`config.mk`:
```
export PLATFORM = sky130hd
export DESIGN_NAME = uart_evt_periph
export DESIGN_NICKNAME = d
export VERILOG_FILES = /design/src/rtl/uart_evt_pkg.sv /design/src/rtl/uart_evt_tx.sv /design/src/rtl/uart_evt_rx.sv /design/src/rtl/uart_evt_regs.sv /design/src/rtl/uart_evt_periph.sv
export SDC_FILE = /design/constraint.sdc
export NUM_CORES = 1
export LEC_CHECK = 0
export CAP_MARGIN = 25
export CORE_MARGIN = 2
export CORE_UTILIZATION = 35
export CTS_CLUSTER_SIZE = 16
export DETAILED_ROUTE_END_ITERATION = 8
export PLACE_DENSITY = 0.61
export SLEW_MARGIN = 20
export SYNTH_ARGS = -nofsm -noshare
export SYNTH_HDL_FRONTEND = slang
export SYNTH_SLANG_ARGS = --single-unit
export TNS_END_PERCENT = 100
```
`constraint.sdc`:
```
create_clock -name clk -period 4.77 [get_ports clk]
set_input_delay 0.477 -clock clk [delete_from_list [all_inputs] [get_ports clk]]
set_output_delay 0.477 -clock clk [all_outputs]
set_load 0.05 [all_outputs]
```
`src/rtl/uart_evt_pkg.sv`:
```
package uart_evt_pkg;
  localparam int IDX_DATA = 0;
  localparam int IDX_DIV  = 1;
  localparam int IDX_STAT = 2;
  localparam int IDX_CTRL = 3;
  localparam int IDX_DBG  = 4;

  localparam int ST_THRE = 0;
  localparam int ST_RXEV = 1;
  localparam int ST_TXEV = 2;

  localparam int CT_RXIE = 0;
  localparam int CT_TXIE = 1;

  localparam int CTRL_W = 3;
  localparam int DBG_W  = 1;

  typedef enum logic [2:0] {
    LN_IDLE,
    LN_START,
    LN_DATA,
    LN_STOP,
    LN_RECOVER
  } line_st_e;
endpackage

```
`src/rtl/uart_evt_tx.sv`:
```
module uart_evt_tx
  import uart_evt_pkg::*;
#(
  parameter int DIV_W  = 16,
  parameter int BYTE_W = 8
) (
  input  logic              clk,
  input  logic              rst_n,
  input  logic [DIV_W-1:0]  div_i,
  input  logic              start_i,
  input  logic [BYTE_W-1:0] byte_i,
  output logic              txd_o,
  output logic              busy_o,
  output logic              done_o
);
  localparam int BIT_W = $clog2(BYTE_W);

  line_st_e          st_q, st_d;
  logic [DIV_W-1:0]  cnt_q, cnt_d;
  logic [BYTE_W-1:0] sh_q, sh_d;
  logic [BIT_W-1:0]  bit_q, bit_d;
  logic              tick;

  assign tick = (cnt_q == '0);

  always_comb begin
    st_d  = st_q;
    cnt_d = cnt_q;
    sh_d  = sh_q;
    bit_d = bit_q;
    case (st_q)
      LN_IDLE: begin
        if (start_i) begin
          st_d  = LN_START;
          cnt_d = div_i;
          sh_d  = byte_i;
        end
      end
      LN_START: begin
        if (tick) begin
          st_d  = LN_DATA;
          cnt_d = div_i;
          bit_d = '0;
        end else begin
          cnt_d = cnt_q - 1'b1;
        end
      end
      LN_DATA: begin
        if (tick) begin
          sh_d  = sh_q >> 1;
          cnt_d = div_i;
          if (bit_q == BIT_W'(BYTE_W - 1)) st_d = LN_STOP;
          else bit_d = bit_q + 1'b1;
        end else begin
          cnt_d = cnt_q - 1'b1;
        end
      end
      LN_STOP: begin
        if (tick) st_d = LN_IDLE;
        else cnt_d = cnt_q - 1'b1;
      end
      default: st_d = LN_IDLE;
    endcase
  end

  always_ff @(posedge clk or negedge rst_n) begin
    if (!rst_n) begin
      st_q  <= LN_IDLE;
      cnt_q <= '0;
      sh_q  <= '0;
      bit_q <= '0;
    end else begin
      st_q  <= st_d;
      cnt_q <= cnt_d;
      sh_q  <= sh_d;
      bit_q <= bit_d;
    end
  end

  always_comb begin
    case (st_q)
      LN_START: txd_o = 1'b0;
      LN_DATA:  txd_o = sh_q[0];
      default:  txd_o = 1'b1;
    endcase
  end

  assign busy_o = (st_q != LN_IDLE);
  assign done_o = (st_q == LN_STOP) && tick;


  tx_launch_chk: assert property (@(posedge clk) disable iff (!rst_n)
    (start_i && !busy_o) |=> (busy_o && !txd_o));


  tx_busy_keep_chk: assert property (@(posedge clk) disable iff (!rst_n)
    (busy_o && !done_o) |=> busy_o);


  tx_end_idle_chk: assert property (@(posedge clk) disable iff (!rst_n)
    done_o |=> (!busy_o && txd_o));
endmodule

```
`src/rtl/uart_evt_rx.sv`:
```
module uart_evt_rx
  import uart_evt_pkg::*;
#(
  parameter int DIV_W  = 16,
  parameter int BYTE_W = 8,
  parameter int SYNC_N = 2
) (
  input  logic              clk,
  input  logic              rst_n,
  input  logic [DIV_W-1:0]  div_i,
  input  logic              rxd_i,
  input  logic              allow_i,
  output logic              done_o,
  output logic [BYTE_W-1:0] byte_o
);
  localparam int BIT_W = $clog2(BYTE_W);

  logic [SYNC_N-1:0] sync_q;
  logic              rx_s;
  line_st_e          st_q, st_d;
  logic [DIV_W-1:0]  cnt_q, cnt_d;
  logic [BYTE_W-1:0] sh_q, sh_d;
  logic [BIT_W-1:0]  bit_q, bit_d;
  logic              tick;

  always_ff @(posedge clk or negedge rst_n) begin
    if (!rst_n) sync_q <= '1;
    else        sync_q <= {sync_q[SYNC_N-2:0], rxd_i};
  end

  assign rx_s = sync_q[SYNC_N-1];
  assign tick = (cnt_q == '0);

  always_comb begin
    st_d  = st_q;
    cnt_d = cnt_q;
    sh_d  = sh_q;
    bit_d = bit_q;
    case (st_q)
      LN_IDLE: begin
        if (allow_i && !rx_s) begin
          st_d  = LN_START;
          cnt_d = div_i >> 1;
        end
      end
      LN_START: begin
        if (tick) begin
          if (!rx_s) begin
            st_d  = LN_DATA;
            cnt_d = div_i;
            bit_d = '0;
          end else begin
            st_d = LN_IDLE;
          end
        end else begin
          cnt_d = cnt_q - 1'b1;
        end
      end
      LN_DATA: begin
        if (tick) begin
          sh_d  = {rx_s, sh_q[BYTE_W-1:1]};
          cnt_d = div_i;
          if (bit_q == BIT_W'(BYTE_W - 1)) st_d = LN_STOP;
          else bit_d = bit_q + 1'b1;
        end else begin
          cnt_d = cnt_q - 1'b1;
        end
      end
      LN_STOP: begin
        if (tick) st_d = rx_s ? LN_IDLE : LN_RECOVER;
        else cnt_d = cnt_q - 1'b1;
      end
      LN_RECOVER: begin
        if (rx_s) st_d = LN_IDLE;
      end
      default: st_d = LN_IDLE;
    endcase
  end

  always_ff @(posedge clk or negedge rst_n) begin
    if (!rst_n) begin
      st_q  <= LN_IDLE;
      cnt_q <= '0;
      sh_q  <= '0;
      bit_q <= '0;
    end else begin
      st_q  <= st_d;
      cnt_q <= cnt_d;
      sh_q  <= sh_d;
      bit_q <= bit_d;
    end
  end

  assign done_o = (st_q == LN_STOP) && tick && rx_s;
  assign byte_o = sh_q;


  rx_refuse_chk: assert property (@(posedge clk) disable iff (!rst_n)
    (st_q == LN_IDLE && !allow_i) |=> (st_q == LN_IDLE));


  rx_recover_wait_chk: assert property (@(posedge clk) disable iff (!rst_n)
    (st_q == LN_RECOVER && !rx_s) |=> (st_q == LN_RECOVER && !done_o));
endmodule

```
`src/rtl/uart_evt_regs.sv`:
```
module uart_evt_regs
  import uart_evt_pkg::*;
#(
  parameter int DATA_W = 32,
  parameter int ADDR_W = 5,
  parameter int DIV_W  = 16,
  parameter int BYTE_W = 8
) (
  input  logic              clk,
  input  logic              rst_n,
  input  logic              sel_i,
  input  logic              wr_i,
  input  logic [ADDR_W-1:0] addr_i,
  input  logic [DATA_W-1:0] wdata_i,
  output logic [DATA_W-1:0] rdata_o,
  input  logic              tx_busy_i,
  input  logic              tx_done_i,
  input  logic              rx_done_i,
  input  logic [BYTE_W-1:0] rx_byte_i,
  output logic [DIV_W-1:0]  div_o,
  output logic              tx_start_o,
  output logic [BYTE_W-1:0] tx_byte_o,
  output logic              rx_allow_o,
  output logic              irq_o
);
  localparam int IDX_W = ADDR_W - 2;

  logic [IDX_W-1:0]  idx;
  logic              wr_en;
  logic [BYTE_W-1:0] data_q, data_d;
  logic [DIV_W-1:0]  div_q, div_d;
  logic [CTRL_W-1:0] ctrl_q, ctrl_d;
  logic [DBG_W-1:0]  dbg_q, dbg_d;
  logic              rx_evt_q, rx_evt_d, tx_evt_q, tx_evt_d;
  logic              irq_q, irq_d;
  logic              clr_rx, clr_tx, take_rx, wr_stat;

  assign idx     = addr_i[ADDR_W-1:2];
  assign wr_en   = sel_i && wr_i;
  assign wr_stat = wr_en && (int'(idx) == IDX_STAT);
  assign clr_rx  = wr_stat && wdata_i[ST_RXEV];
  assign clr_tx  = wr_stat && wdata_i[ST_TXEV];
  assign take_rx = rx_done_i && !rx_evt_q;

  always_comb begin
    div_d  = div_q;
    ctrl_d = ctrl_q;
    dbg_d  = dbg_q;
    if (wr_en && int'(idx) == IDX_DIV)  div_d  = wdata_i[DIV_W-1:0];
    if (wr_en && int'(idx) == IDX_CTRL) ctrl_d = wdata_i[CTRL_W-1:0];
    if (wr_en && int'(idx) == IDX_DBG)  dbg_d  = wdata_i[DBG_W-1:0];
    data_d   = take_rx ? rx_byte_i : data_q;
    rx_evt_d = (rx_evt_q && !clr_rx) || take_rx;
    tx_evt_d = (tx_evt_q && !clr_tx) || tx_done_i;
    irq_d    = (ctrl_d[CT_RXIE] && rx_evt_d) || (ctrl_d[CT_TXIE] && tx_evt_d);
  end

  always_ff @(posedge clk or negedge rst_n) begin
    if (!rst_n) begin
      data_q   <= '0;
      div_q    <= '0;
      ctrl_q   <= '0;
      dbg_q    <= '0;
      rx_evt_q <= 1'b0;
      tx_evt_q <= 1'b0;
      irq_q    <= 1'b0;
    end else begin
      data_q   <= data_d;
      div_q    <= div_d;
      ctrl_q   <= ctrl_d;
      dbg_q    <= dbg_d;
      rx_evt_q <= rx_evt_d;
      tx_evt_q <= tx_evt_d;
      irq_q    <= irq_d;
    end
  end

  always_comb begin
    rdata_o = '0;
    case (int'(idx))
      IDX_DATA: rdata_o[BYTE_W-1:0] = data_q;
      IDX_DIV:  rdata_o[DIV_W-1:0]  = div_q;
      IDX_STAT: begin
        rdata_o[ST_THRE] = !tx_busy_i;
        rdata_o[ST_RXEV] = rx_evt_q;
        rdata_o[ST_TXEV] = tx_evt_q;
      end
      IDX_CTRL: rdata_o[CTRL_W-1:0] = ctrl_q;
      IDX_DBG:  rdata_o[DBG_W-1:0]  = dbg_q;
      default:  rdata_o = '0;
    endcase
  end

  assign div_o      = div_q;
  assign tx_start_o = wr_en && (int'(idx) == IDX_DATA);
  assign tx_byte_o  = wdata_i[BYTE_W-1:0];
  assign rx_allow_o = !rx_evt_q;
  assign irq_o      = irq_q;


  irq_level_chk: assert property (@(posedge clk) disable iff (!rst_n)
    irq_q == ((ctrl_q[CT_RXIE] && rx_evt_q) || (ctrl_q[CT_TXIE] && tx_evt_q)));


  tx_evt_clear_chk: assert property (@(posedge clk) disable iff (!rst_n)
    (clr_tx && !tx_done_i) |=> !tx_evt_q);


  rx_data_hold_chk: assert property (@(posedge clk) disable iff (!rst_n)
    (rx_evt_q && !clr_rx) |=> (rx_evt_q && $stable(data_q)));


  rx_take_chk: assert property (@(posedge clk) disable iff (!rst_n)
    (rx_done_i && !rx_evt_q) |=> rx_evt_q);
endmodule

```
`src/rtl/uart_evt_periph.sv`:
```
module uart_evt_periph #(
  parameter int DATA_W = 32,
  parameter int ADDR_W = 5,
  parameter int DIV_W  = 16,
  parameter int BYTE_W = 8,
  parameter int SYNC_N = 2
) (
  input  logic              clk,
  input  logic              rst_n,
  input  logic              bus_sel,
  input  logic              bus_wr,
  input  logic [ADDR_W-1:0] bus_addr,
  input  logic [DATA_W-1:0] bus_wdata,
  output logic [DATA_W-1:0] bus_rdata,
  output logic              ser_tx,
  input  logic              ser_rx,
  output logic              irq
);
  logic [1:0]        rst_sync_q;
  logic              rst_int_n;
  logic [DIV_W-1:0]  div;
  logic              tx_start, tx_busy, tx_done;
  logic [BYTE_W-1:0] tx_byte, rx_byte;
  logic              rx_done, rx_allow;

  always_ff @(posedge clk or negedge rst_n) begin
    if (!rst_n) rst_sync_q <= '0;
    else        rst_sync_q <= {rst_sync_q[0], 1'b1};
  end
  assign rst_int_n = rst_sync_q[1];

  uart_evt_regs #(
    .DATA_W(DATA_W), .ADDR_W(ADDR_W), .DIV_W(DIV_W), .BYTE_W(BYTE_W)
  ) u_regs (
    .clk(clk), .rst_n(rst_int_n),
    .sel_i(bus_sel), .wr_i(bus_wr), .addr_i(bus_addr),
    .wdata_i(bus_wdata), .rdata_o(bus_rdata),
    .tx_busy_i(tx_busy), .tx_done_i(tx_done),
    .rx_done_i(rx_done), .rx_byte_i(rx_byte),
    .div_o(div), .tx_start_o(tx_start), .tx_byte_o(tx_byte),
    .rx_allow_o(rx_allow), .irq_o(irq)
  );

  uart_evt_tx #(.DIV_W(DIV_W), .BYTE_W(BYTE_W)) u_tx (
    .clk(clk), .rst_n(rst_int_n), .div_i(div),
    .start_i(tx_start), .byte_i(tx_byte),
    .txd_o(ser_tx), .busy_o(tx_busy), .done_o(tx_done)
  );

  uart_evt_rx #(.DIV_W(DIV_W), .BYTE_W(BYTE_W), .SYNC_N(SYNC_N)) u_rx (
    .clk(clk), .rst_n(rst_int_n), .div_i(div),
    .rxd_i(ser_rx), .allow_i(rx_allow),
    .done_o(rx_done), .byte_o(rx_byte)
  );
endmodule

```
==> results of run 1 <==
## final cells by class
class                   count  area [µm²]
fillers                  1460        9000
multi-input cells         390        2890
flip-flops and latches     94        2360
repair buffers             50         478
well taps                 211         264
clock buffers              10         229
inverters                  15        56.3
clock inverters             6        43.8
## logic make-up after synthesis
logic type,count (synthesis),share of synthesized area
and+or+nand+nor,158,0.162
AOI/OAI and AO/OA,137,0.179
DFF,94,0.427
muxes,64,0.140
buffers and inverters,64,0.0601
adders and majority gates,11,0.0245
xor gates and xnor gates,3,0.00477
other,2,0.00136
## worst reg2reg max path: stages (launching register included)
cell       delay, ps
dfrtp_1          390
inv_1            100
ha_1             200
or4b_4           500
or4_4            570
o31ai_2          880
a2111oi_0        200
o22ai_1          180
## per-stage QoR
| step | worst slack (ps) | cell area, µm² | util |
|---|---|---|---|
| floorplan | 1960 | 5570 | - |
| global placement | 1550 | 6050 | 0.395 |
| detailed placement | 1550 | 6050 | 0.395 |
| CTS | 1520 | 6320 | 0.413 |
| global route | 1410 | 6320 | 0.413 |
| finish | 1530 | 6320 | 0.413 |
## where the power goes
part	switching, mW	internal, mW
Sequential	0.190	0.911
Clock	0.329	0.357
Combinational	0.355	0.267
## metal layers
metal | GRT usage | share of wire
met1 | 0.230 | 0.44
met2 | 0.292 | 0.49
met3 | 0.0339 | 0.049
met4 | 0.0550 | 0.016
met5 | 0 | 0
## state kept, by name, summed over array words and instances, names as in the netlist
signal	count
rst_sync_q	2
u_tx.sh_q	8
u_rx.st_q	3
u_regs.dbg_q	1
u_rx.cnt_q	16
u_regs.rx_evt_q	1
u_rx.bit_q	3
u_rx.byte_o	8
u_tx.st_q	2
u_rx.sync_q	2
u_tx.cnt_q	16
u_regs.tx_evt_q	1
u_tx.bit_q	3
u_regs.div_o	16
u_regs.irq_o	1
u_regs.ctrl_q	3
u_regs.data_q	8
## final timing paths
path / start / end / slack, ps / depth (start not counted)
min in group clk: rst_sync_q[0]$_DFF_PN0_ / rst_sync_q[1]$_DFF_PN0_ / 350 / 0
worst min-delay path: rst_sync_q[1]$_DFF_PN0_ / u_tx.sh_q[1]$_DFFE_PN0P_ / 260 / 0
max in group asynchronous: rst_sync_q[1]$_DFF_PN0_ / u_tx.sh_q[5]$_DFFE_PN0P_ / 3360 / 1
worst max register to register: u_rx.cnt_q[0]$_DFFE_PN0P_ / u_rx.cnt_q[8]$_DFFE_PN0P_ / 1660 / 7
worst min register to register: rst_sync_q[1]$_DFF_PN0_ / u_tx.sh_q[1]$_DFFE_PN0P_ / 260 / 0
worst max-delay path: u_tx.st_q[1]$_DFFE_PN0P_ / bus_rdata[0] / 1530 / 5
## cell usage in the layout (no fill, tap or decap), drive strengths merged, types with 13 or more instances in the layout
cell type      synthesis  final
nor3                  20     20
clkdlybuf4s50          0     41
conb                   2     17
mux2                  53     53
nor4                  13     13
a21oi                 14     14
nand2                 17     17
inv                   15     17
nor2                  35     35
o21ai                 37     37
dfrtp                 92     92
==> impl_metrics.toml, run 1 <==
[status]
status = "finished clean"

[min_path]
hold_path_class = "reg2async"

[drt]
first_pass_iters = 5
drt_wl_total_mm = 14.2
routedWlPerCell_um = 18.3
antenna_left = 0
vias_per_cell = 5.66
drt_iter0_drc = 385
vias = 4392
drc = 0

[cts]
cts-root-buf = "clkbuf_16"
tritoncts = "yes"
postCtsSetupRepairBufs = 0
cts_max_path_buffers = 2
holdBufCountCts = 0
htreeDepth = 3
cts-buffers-inserted = 9
cts.sinks = 94
clock_latency_ps = 360
cts_resized = 0
clk_pin_slew_ps = 60

[timing]
fmax_mhz = 309
finalCriticalPeriod_ps = 3240
worst_pin_slew_ps = 990
finClkSkew_ps = 9.91
setup_viol = 0
whs_ps = 264
rsz0062_at_grt = "no"
maxSlewViolCount = 0
fin_crit_sh = 0.679
finalHoldViolations = 0
slew_headroom = 0.336
tns_ps = 0

[floorplan]
io_pins = 76
dieArea_um2 = 16800
die_w_um = 130
rows = 45
coreArea_um2 = 15300
initial_core_util = 0.360
die_h_um = 130

[critical_path]
startpoint_type = "flop"
crit_type = "reg2out"
cp.required_ps = 4290
slowest_stage = "clkdlybuf4s50_1"
cp_max_fo = 14
critPathMaxStageDelay_ps = 710
cp_cell_sequence = "inv_1 > ha_1 > mux4_2 > mux2_2 > clkdlybuf4s50_1"
end_kind = "output pin"
cp.arrival_ps = 2760
worst-path-buf-inv = 2
cp_top_family = "multiplexers"

[grt]
overflow = 0
grt_max_degree = 64
grt_pass1_wl_mm = 23.0
antenna_found_initial = 0
grt_pass1_vias = 4284
grt_use_total = 0.175

[place]
gp_congestion = 0.848
dpl.hpwl_mm = 9.62
dp.cells = 760
port_buffers = 41

[logic_synthesis]
synth_common_cells = "dfrtp_1, mux2_2, o21ai_0"
yosysWarnings = 0
async_flop_share = 1.00
ys_seq_area_frac = 0.427
synth_top_area_frac = 0.418
synth_cell_types = 71
yosys.area.top_type = "dfrtp_1"
ys_ff_latch = 94
post_synth.cell_area_avg_um2 = 10.3
synthFlopType = "dfrtp_1"
synthCells = 533
synthTopCellsByArea = "dfrtp_1, mux2_2, o21ai_0, buf_4, nor2_1"
post-synth-top-count-cell = "dfrtp_1"
synth_edf_count = 0
syn_area_um2 = 5510

[finish]
num_antenna_cells = 0
drive_gt1_frac = 0.182
area_growth_pct = 14.6
nets = 612
final_cells = 776

[pwr]
p_leak_nw = 2.62
ir_drop_mv = 0.214
power_mw = 2.41
p_per_area_nw_per_um2 = 381

[flow_run]
cap_violations = 0
Note: power is estimated with default switching activity, not from simulation.
==> run 2: changes to the inputs <==
Settings changed: PLACE_DENSITY 0.61 to 0.63.
Clock period 4.77 ns to 2.8 ns, I/O delays scaled along.
==> impl_metrics.toml, run 2 (synthesis results as in run 1) <==
[timing]
whs_ps = 77.1
rsz0062_at_grt = "no"
finalHoldViolations = 0
setup_viol = 0
tns_ps = 0
finalCriticalPeriod_ps = 2670
finClkSkew_ps = 8.76
fmax_mhz = 375
setup_ws_ps = 133
fin_crit_sh = 0.952
maxSlewViolCount = 0
worst_pin_slew_ps = 675
slew_headroom = 0.550

[pwr]
p_per_area_nw_per_um2 = 630
p_leak_nw = 2.79
ir_drop_mv = 0.287

[cts]
clock_latency_ps = 360
cts.sinks = 94
postCtsSetupRepairBufs = 0
htreeDepth = 3
tritoncts = "yes"
cts-root-buf = "clkbuf_16"
cts-buffers-inserted = 9
clk_pin_slew_ps = 70
cts_max_path_buffers = 2

[finish]
final_cell_mix = "dfrtp_1, mux2_2, o21ai_0, nor2_1"
num_antenna_cells = 0
fin_util = 0.433
final_cells = 793
layout_commonest_cell = "dfrtp_1"
drive_gt1_frac = 0.235
area_growth_pct = 20.2
nets = 629

[critical_path]
cp.arrival_ps = 2910
cp_top_family = "simple AND/OR/NAND/NOR gates"
slowest_stage = "or4_4"
cp_cell_sequence = "inv_1 > ha_1 > or4b_4 > or4_4 > nor4_4 > buf_12 > mux2_4"
worst-path-buf-inv = 2
crit_type = "reg2reg"
cp_max_fo = 9
cp.required_ps = 3040
end_kind = "flop"
startpoint_type = "flop"
critPathMaxStageDelay_ps = 560

[status]
status = "finished clean"

[flow_run]
cap_violations = 0

[min_path]
hold_path_class = "in2async"

[drt]
vias = 4505
drc = 0
routedWlPerCell_um = 17.3
drt_wl_total_mm = 13.7
vias_per_cell = 5.68
drt_iter0_drc = 404
first_pass_iters = 5
antenna_left = 0

[place]
gp_congestion = 0.874
dpl.hpwl_mm = 9.92
port_buffers = 41
dp_slack_ps = 133
dp.cells = 777

[grt]
grt_pass1_wl_mm = 22.8
grt_pass1_vias = 4503
grt_use_total = 0.173
grt_max_degree = 53
overflow = 0
antenna_found_initial = 0

[floorplan]
initial_core_util = 0.360
io_pins = 76
die_h_um = 130
dieArea_um2 = 16800
die_w_um = 130
coreArea_um2 = 15300
rows = 45
==> run 2: changes by cell type in the layout (fill, tap and decap cells not counted) <==
cell / before / now
o31ai_1: 4 / 5
clkinv_2: 2 / 1
o31ai_2: 1 / 0
clkdlybuf4s50_1: 41 / 25
a21o_1: 4 / 3
clkbuf_1: 1 / 0
inv_8: 0 / 2
a21o_2: 0 / 1
buf_12: 0 / 17
buf_4: 9 / 25
==> run 2: layout make-up <==
type / count / area (µm²)
well taps: 211 / 264
fillers: 1474 / 8690
clock buffers: 9 / 225
flip-flops and latches: 94 / 2360
multi-input cells: 390 / 2890
inverters: 15 / 56.3
clock inverters: 7 / 61.3
repair buffers: 67 / 778
==> run 2: what timing repair did <==
action                     CTS  global route
hold endpoints to repair     0             0
hold buffers                 0             0
setup endpoints to repair    0             4
gates resized for setup      0             1
==> run 2: routing by layer <==
metal | vias to the layer above | GRT usage | routed length [µm]
li1 | 2090 | - | -
met1 | 2241 | 0.222 | 6070
met2 | 146 | 0.295 | 6750
met3 | 28 | 0.0297 | 601
met4 | 0 | 0.0664 | 279
met5 | - | 0 | 0
==> run 2: where the power goes <==
group | total [mW] | switching (mW) | leakage (nW) | internal, mW
combinational | 1.10 | 0.594 | 1.48 | 0.501
sequential | 1.87 | 0.321 | 1.17 | 1.55
clock | 1.21 | 0.584 | 0.140 | 0.621
==> run 2: worst register-to-register path: stages, from the launching register on <==
cell and delay, ps:
dfrtp_1 390, inv_1 90, ha_1 200, or4b_4 500, or4_4 560, nor4_4 330
buf_12 180, mux2_4 300
==> run 2: worst paths after layout <==
| check | from | end | slack (ps) | cells after the start |
|---|---|---|---|---|
| hold / removal | rst_n | rst_sync_q[1]$_DFF_PN0_ | 80 | 1 |
| max in group asynchronous | rst_sync_q[1]$_DFF_PN0_ | u_rx.sync_q[0]$_DFF_PN1_ | 1670 | 1 |
| min in group clk | ser_rx | u_rx.sync_q[0]$_DFF_PN1_ | 350 | 1 |
| hold reg to reg | rst_sync_q[1]$_DFF_PN0_ | u_tx.sh_q[7]$_DFFE_PN0P_ | 360 | 0 |
| setup / recovery | u_rx.cnt_q[0]$_DFFE_PN0P_ | u_regs.data_q[7]$_DFFE_PN0P_ | 130 | 7 |
| setup reg to reg | u_rx.cnt_q[0]$_DFFE_PN0P_ | u_regs.data_q[7]$_DFFE_PN0P_ | 130 | 7 |
==> run 2: metrics by stage <==
stage	total power [mW]	area, µm²
after detailed placement	2.97	6340
after global routing	4.41	6630
after CTS	4.18	6630
after floorplan	2.64	5570
final	4.17	6630
after global placement	2.95	6340
==> run 3: changes to the inputs <==
Settings changed: CORE_MARGIN 2 to default, SETUP_SLACK_MARGIN from default to 0.4.
==> impl_metrics.toml, run 3 (synthesis results as in run 1) <==
[drt]
first_pass_iters = 5
antenna_left = 0
drt_wl_total_mm = 14.4
drt_iter0_drc = 439
vias = 4601
routedWlPerCell_um = 17.8
drc = 0
vias_per_cell = 5.72

[critical_path]
startpoint_type = "flop"
rrSetupSlack_ps = 320
cp.required_ps = 3030
end_kind = "flop"
cp.arrival_ps = 2710
crit_type = "reg2reg"
critPathLaunch = "u_rx.cnt_q[9]$_DFFE_PN0P_"
r2r_start = "u_rx.cnt_q[9]$_DFFE_PN0P_"
cp_max_fo = 7
reg2reg_depth = 5

[cts]
cts-root-buf = "clkbuf_16"
cts_max_path_buffers = 2
htreeDepth = 3
clk_pin_slew_ps = 60
holdBufCountCts = 0
tritoncts = "yes"
cts-buffers-inserted = 9
clock_latency_ps = 350
cts.sinks = 94

[timing]
setup_viol = 0
fmax_mhz = 403
maxSlewViolCount = 0
tns_ps = 0
finClkSkew_ps = 6.65
fin_crit_sh = 0.886
finalCriticalPeriod_ps = 2480
finalHoldViolations = 0
slew_headroom = 0.495
setup_ws_ps = 320
worst_pin_slew_ps = 758
rsz0062_at_grt = "yes"

[finish]
fillers = 1458
final_cell_area_um2 = 6860
drive_gt1_frac = 0.283
num_antenna_cells = 0
nets = 641
layout_commonest_cell = "dfrtp_1"
fin_util = 0.448
area_growth_pct = 24.4
final_cell_mix = "dfrtp_1, mux2_2, nor2_1, o21ai_0, buf_4"

[place]
port_buffers = 41
dp_slack_ps = 305
placed_cell_area_um2 = 6310
gp_congestion = 0.849
dpl.hpwl_mm = 9.80

[grt]
grt_use_total = 0.184
grt_max_degree = 57
grt_pass1_wl_mm = 23.3
antenna_found_initial = 0
grt_pass1_vias = 4371
overflow = 0

[pwr]
ir_drop_mv = 0.335
p_per_area_nw_per_um2 = 636
p_leak_nw = 2.89

[flow_run]
cap_violations = 0

[floorplan]
die_w_um = 128
initial_core_util = 0.360
die_h_um = 128
io_pins = 76
rows = 45
dieArea_um2 = 16300
coreArea_um2 = 15300

[min_path]
hold_path_class = "in2async"

[status]
status = "finished clean"
## run 3: cell types whose count changed in the layout (fill, tap and decap cells not counted), sizes merged
cell           delta
buf              +12
inv               -4
clkbuf            +3
bufinv            +1
clkdlybuf4s50     -1
clkinv            +1
clkinvlp          -1
dlygate4sd2       +1
## run 3: metal layers
layer,routed length [µm],part of all wire,track usage,vias up
met5,0,0,0,-
met4,187,0.013,0.0574,0
met3,780,0.054,0.0360,21
met2,6760,0.47,0.294,184
met1,6630,0.46,0.252,2285
li1,-,-,-,2111
## run 3: path summary, 6_finish.rpt
kind,to
min reg2reg,rst_sync_q[1]$_DFF_PN0_
min,rst_sync_q[1]$_DFF_PN0_
max reg2reg,u_regs.data_q[2]$_DFFE_PN0P_
max,u_regs.data_q[2]$_DFFE_PN0P_
max in group asynchronous,u_rx.sync_q[1]$_DFF_PN1_
min in group clk,u_rx.sync_q[0]$_DFF_PN1_
## run 3: cell type report
type                       instances  area [µm²]  share of cell area
clock inverter                     4        45.0             0.00657
tap                              211         264              0.0385
sequential                        94        2360               0.344
inverter                          15        56.3             0.00821
timing repair buffer              79         860               0.125
multi-input combinational        390        3020               0.440
clock buffer                      12         256              0.0374
## run 3: worst max-delay path, stage by stage, from the launching register on
cell     delay, ps
dfrtp_1        440
or4_4          560
or4_4          590
nor4_4         250
buf_4          220
mux2_4         300
## run 3: metrics by stage
step                std cells  power, mW  hold slack, ps
floorplan                 548       2.66           -15.6
global placement          772       2.95             340
detailed placement        772       3.01             336
CTS                       795       4.33            77.9
global route              805       4.58            77.1
finish                    805       4.36            89.8
## run 3: what timing repair did
| action | in CTS | in global routing |
|---|---|---|
| cloned | 1 | 1 |
| pin swaps | 0 | 3 |
| setup buffers | 6 | 9 |
| gates resized for setup | 7 | 25 |
| setup endpoints to repair | 43 | 56 |
## run 3: power by group
group	switching (mW)	total [mW]	internal, mW
clock	0.518	1.26	0.737
sequential	0.332	1.88	1.55
combinational	0.661	1.22	0.563
total	1.51	4.36	2.85
